===== src/rtl/scaled_add_pkg.sv =====
package scaled_add_pkg;
  localparam logic [6:0] OPC_FULL  = 7'b0110011;
  localparam logic [6:0] OPC_UWORD = 7'b0111011;
  localparam logic [6:0] F7_SCALED = 7'b0010000;

  typedef enum logic [1:0] {
    FORM_NONE  = 2'd0,
    FORM_FULL  = 2'd1,
    FORM_UWORD = 2'd2
  } form_e;

  // funct3 -> shift amount; 0 means not a scaled-add coding
  function automatic logic [1:0] scale_of(input logic [2:0] f3);
    case (f3)
      3'b010:  scale_of = 2'd1;
      3'b100:  scale_of = 2'd2;
      3'b110:  scale_of = 2'd3;
      default: scale_of = 2'd0;
    endcase
  endfunction
endpackage


===== src/rtl/scaled_add_decode.sv =====
module scaled_add_decode
  import scaled_add_pkg::*;
#(
  parameter int XLEN = 64
) (
  input  logic [31:0] instr,
  output logic        hit,
  output form_e       form,
  output logic [1:0]  shamt,
  output logic [4:0]  dst
);
  localparam bit WORD_OK = (XLEN == 64);

  logic       f7_ok;
  logic       is_full;
  logic       is_word;

  always_comb begin
    f7_ok   = (instr[31:25] == F7_SCALED);
    shamt   = scale_of(instr[14:12]);
    is_full = (instr[6:0] == OPC_FULL);
    is_word = WORD_OK && (instr[6:0] == OPC_UWORD);
    hit     = f7_ok && (shamt != 2'd0) && (is_full || is_word);
    if (!hit)         form = FORM_NONE;
    else if (is_word) form = FORM_UWORD;
    else              form = FORM_FULL;
    dst     = instr[11:7];
  end
endmodule


===== src/rtl/scaled_add_datapath.sv =====
module scaled_add_datapath
  import scaled_add_pkg::*;
#(
  parameter int XLEN = 64
) (
  input  logic [XLEN-1:0] op_a,
  input  logic [XLEN-1:0] op_b,
  input  form_e           form,
  input  logic [1:0]      shamt,
  output logic [XLEN-1:0] sum
);
  logic [XLEN-1:0] a_word;
  logic [XLEN-1:0] a_sel;

  function automatic logic [XLEN-1:0] scaled_sum(
    input logic [XLEN-1:0] a,
    input logic [XLEN-1:0] b,
    input logic [1:0]      n
  );
    scaled_sum = (a << n) + b;
  endfunction

  generate
    if (XLEN > 32) begin : g_zext
      assign a_word = {{(XLEN-32){1'b0}}, op_a[31:0]};
    end else begin : g_nozext
      assign a_word = op_a;
    end
  endgenerate

  always_comb begin
    a_sel = (form == FORM_UWORD) ? a_word : op_a;
    sum   = (form == FORM_NONE) ? '0 : scaled_sum(a_sel, op_b, shamt);
  end
endmodule


===== src/rtl/scaled_add_unit.sv =====
module scaled_add_unit
  import scaled_add_pkg::*;
#(
  parameter int XLEN    = 64,
  parameter bit REG_OUT = 1'b1
) (
  input  logic            clk,
  input  logic            rst_n,
  input  logic            in_valid,
  input  logic [31:0]     instr,
  input  logic [XLEN-1:0] rs1_val,
  input  logic [XLEN-1:0] rs2_val,
  input  logic            ext_en,
  output logic            out_valid,
  output logic            match,
  output logic            illegal,
  output logic [XLEN-1:0] result,
  output logic [4:0]      rd,
  output logic            wb_en
);
  // named internal events used by the checker
  logic            dec_hit;
  form_e           dec_form;
  logic [1:0]      dec_shamt;
  logic [4:0]      dec_dst;
  logic [XLEN-1:0] dp_sum;
  logic            nx_match;
  logic            nx_illegal;
  logic [XLEN-1:0] nx_result;
  logic [4:0]      nx_rd;
  logic            nx_wb;

  scaled_add_decode #(.XLEN(XLEN)) u_dec (
    .instr (instr),
    .hit   (dec_hit),
    .form  (dec_form),
    .shamt (dec_shamt),
    .dst   (dec_dst)
  );

  scaled_add_datapath #(.XLEN(XLEN)) u_dp (
    .op_a  (rs1_val),
    .op_b  (rs2_val),
    .form  (dec_form),
    .shamt (dec_shamt),
    .sum   (dp_sum)
  );

  always_comb begin
    nx_match   = in_valid && dec_hit && ext_en;
    nx_illegal = in_valid && dec_hit && !ext_en;
    nx_result  = nx_match ? dp_sum : '0;
    nx_rd      = nx_match ? dec_dst : 5'd0;
    nx_wb      = nx_match && (dec_dst != 5'd0);
  end

  generate
    if (REG_OUT) begin : g_reg
      always_ff @(posedge clk or negedge rst_n) begin
        if (!rst_n) begin
          out_valid <= 1'b0;
          match     <= 1'b0;
          illegal   <= 1'b0;
          result    <= '0;
          rd        <= 5'd0;
          wb_en     <= 1'b0;
        end else begin
          out_valid <= in_valid;
          match     <= nx_match;
          illegal   <= nx_illegal;
          result    <= nx_result;
          rd        <= nx_rd;
          wb_en     <= nx_wb;
        end
      end
    end else begin : g_comb
      assign out_valid = in_valid;
      assign match     = nx_match;
      assign illegal   = nx_illegal;
      assign result    = nx_result;
      assign rd        = nx_rd;
      assign wb_en     = nx_wb;
    end
  endgenerate
endmodule


===== config.mk =====
export PLATFORM = sky130hd
export DESIGN_NAME = scaled_add_unit
export DESIGN_NICKNAME = d
export VERILOG_FILES = /design/src/rtl/scaled_add_pkg.sv /design/src/rtl/scaled_add_decode.sv /design/src/rtl/scaled_add_datapath.sv /design/src/rtl/scaled_add_unit.sv
export SDC_FILE = /design/constraint.sdc
export NUM_CORES = 1
export LEC_CHECK = 0
export ABC_AREA = 1
export BUFFER_PORTS_ARGS = -buffer_cell sky130_fd_sc_hd__buf_2
export CORE_UTILIZATION = 37
export CTS_CLUSTER_DIAMETER = 60
export DETAILED_ROUTE_END_ITERATION = 8
export GPL_TIMING_DRIVEN = 0
export MAX_ROUTING_LAYER = met4
export SLEW_MARGIN = 40
export SYNTH_ARGS = -nofsm -noshare
export SYNTH_HDL_FRONTEND = slang
export SYNTH_HIERARCHICAL = 1
export SYNTH_SLANG_ARGS = --single-unit

===== constraint.sdc =====
create_clock -name clk -period 0.8 [get_ports clk]
set_input_delay 0.24 -clock clk [delete_from_list [all_inputs] [get_ports clk]]
set_output_delay 0.24 -clock clk [all_outputs]
set_load 0.03 [all_outputs]

==> key figures <==
Floorplanning
  – I/O Pins: 237
  – DIE WIDTH: between 150 and 200 microns
  – Die ar.: 28,800 sq um
  – Die H: 170 microns
  – Rows: 61
  – Initial Util: 37.6%
  – Core ar.: 27,700 sq um

Global route
  – Congestion Overflow GR: 0
  – Initial antenna violation count: 0
  – Largest net degree at the start of global routing: 61
  – First-pass GRT wire length: about 64,000 microns
  – Vias in the first global route: roughly 12,000
  – Total Routing Usage GR: between 30% and 40%

Routing
  – Initial DRC count: 790
  – Final wirelength: approximately 45,000 microns
  – Via count: ~13,000
  – Routed wire per std cell: 17.0 microns
  – Antenna viol nets, final: 0
  – Drt pass-1 iters: 5
  – # DRC: 0
  – Vias/cell: 4.89

Timing
  – Achievable frequency: 332 MHz
  – Minimum hold slack: -298 ps
  – Min Clock Period, post-route: 3010 ps
  – Relative slew margins: 38.0%
  – Final period util: 377%
  – RSZ-0062 raised after global routing: true
  – Fin worst setup slack: -2210 ps
  – Pins Over Slew Limit: 0
  – Slew @ Worst Pin: ~930 ps
  – Setup Viol. Count Final: 144
  – Hold Fails Final Rpt: 66

Logic synthesis
  – Flops & latches, synth: 73
  – Synth top area cells: nand2_1 (24%), dfrtp_1 (18%), inv_1 (15%), ha_1 (7.6%), nor2_1 (6.4%)
  – Area share of the largest cell type after synthesis: 24.2%
  – Post-synthesis instance area: 10,400 sq um
  – Largest area contributor in the netlist: nand2_1
  – Register area share after synthesis: 17.5%
  – Count of cell types in the netlist: 34
  – Warnings from Yosys: 6
  – Post-synth net total: approximately 2,100
  – Syn Inst Count: 1,892
  – Post-synthesis average cell area: 5.51 sq um

Setup path
  – Crit path launch type: primary input
  – Req. time, crit path: 1080 ps
  – Crit-path max FO: 5
  – CP most frequent cell: nand2_1
  – Crit path kind: primary input to flop
  – Slowest cell on crit path: ha_4
  – Max incr delay on CP: 320 ps
  – Critical Path AT: around 3300 ps
  – Crit. End Element: flop

Worst hold path
  – HP Class: primary input to asynchronous set/reset pin

Power
  – Tot Pwr: 22,000 uW
  – Lkg Pwr: between 0.009 and 0.01 uW
  – Power Dens Cells: 1230 nW/um^2
  – Worst ir drop on vdd: 1.02 mV

Place
  – GPL Wtd Cong: 1.00
  – Port Buffers: 221
  – Post-placement setup slack: -2860 ps
  – Dpl hpwl: 34,300 microns

Cells and area
  – Area Growth Syn to Fin: 71.2%
  – Most common cell after layout, fill and taps aside: nand2_1
  – Diode count: 0
  – Layout cells sized above 1: 52.5%
  – Commonest cells after routing, fill and taps aside: nand2_1 (404), inv_1 (331), nand2_2 (205), buf_2 (201), nor2_1 (108)
  – Final core occ: 64.4%
  – Nets: 2,505

Clock network
  – CTS buffer count: 9
  – H-tree depth: 3
  – Clock Path Buffers: 2
  – TritonCTS clock tree: yes
  – Clk pin slew, worst setup/hold paths: around 60 ps
  – Num Clock Sinks: 73
  – Root buffer cell: clkbuf_16

Flow run
  – Number of max-cap violations: 0

Run status
  – Outcome: complete, but fails checks
  – Failing checks: hold timing, setup timing
## per-stage QoR
step | hold WS (ps) | cell area [sq um] | setup TNS, ps | std cells
after detailed placement | 73.5 | 12800 | -155380 | 2492
after global routing | -300 | 17800 | -155630 | 2660
final | -298 | 17800 | -144120 | 2660
after floorplan | -55.6 | 11200 | -101750 | 1892
after CTS | -305 | 15400 | -137080 | 2588
after global placement | 388 | 12700 | -222300 | 2491
## registers in the layout, summed over array words and instances, names as in the netlist
| signal | count |
|---|---|
| match | 1 |
| wb_en | 1 |
| result | 64 |
| illegal | 1 |
| out_valid | 1 |
| rd | 5 |
## final timing paths
check,start,slack (ps),to,cells after the start
setup / recovery,instr[31],-2210,result[55],27
hold / removal,rst_n,-300,result[10],1
max in group asynchronous,rst_n,560,result[42],2
min in group clk,in_valid,50,out_valid,1
## logic make-up after synthesis
logic type      share of synthesized area [%]
buf+inv                                  17.4
fa+ha+maj                                7.76
mux                                      5.28
flops                                    17.5
simple gates                             43.2
compound gates                           8.86
## critical path: cells and delay by family
family / cells / cell delay, ps
AOI/OAI and AO/OA: 1 / 80
adders and majority gates: 1 / 320
buffers and inverters: 6 / 570
and+or+nand+nor: 19 / 2050
## layer usage
layer / share of wire, % / GRT usage, % / wire, microns
met1: 42 / 36.8 / 18900
met2: 49 / 52.1 / 22300
met3: 4.8 / 2.36 / 2160
met4: 4.1 / 10.8 / 1830
met5: 0 / - / 0
## power breakdown
part           leakage [uW]  switching (uW)  internal, uW  total [uW]
clock              0.000149            1710          2510        4210
sequential          0.00102           0.494          3690        3690
combinational       0.00818            8370          5690       14100
## repair_timing
action / CTS / global route
hold endpoints to repair: 40 / 14
setup endpoints to repair: 144 / 145
gates cloned: 1 / 5
gates resized for setup: 460 / 490
pin swaps: 152 / 286
buffers inserted: 79 / 68
## layout make-up
type | count | area, sq um
clock buffer | 10 | 239
tap | 378 | 473
buffer | 41 | 379
multi-input combinational | 1352 | 10300
clock inverter | 6 | 65.1
inverter | 427 | 1650
timing repair buffer | 373 | 2920
sequential | 73 | 1830
fill | 2524 | 9870
## cell usage after synthesis (all sizes together)
master,count
o21bai,5
ha,63
a31oi,1
a21oi,94
and3,5
nand2b,1
nand4,8
nor3,14
dfrtp,73
buf,26
nand3,74
nor4,4
clkbuf,15
mux2i,55
o21ai,81
clkinv,2
nor2,221
fa,1
and2,4
inv,425
nand3b,3
nand2,717
Note: power is estimated with default switching activity, not from simulation.
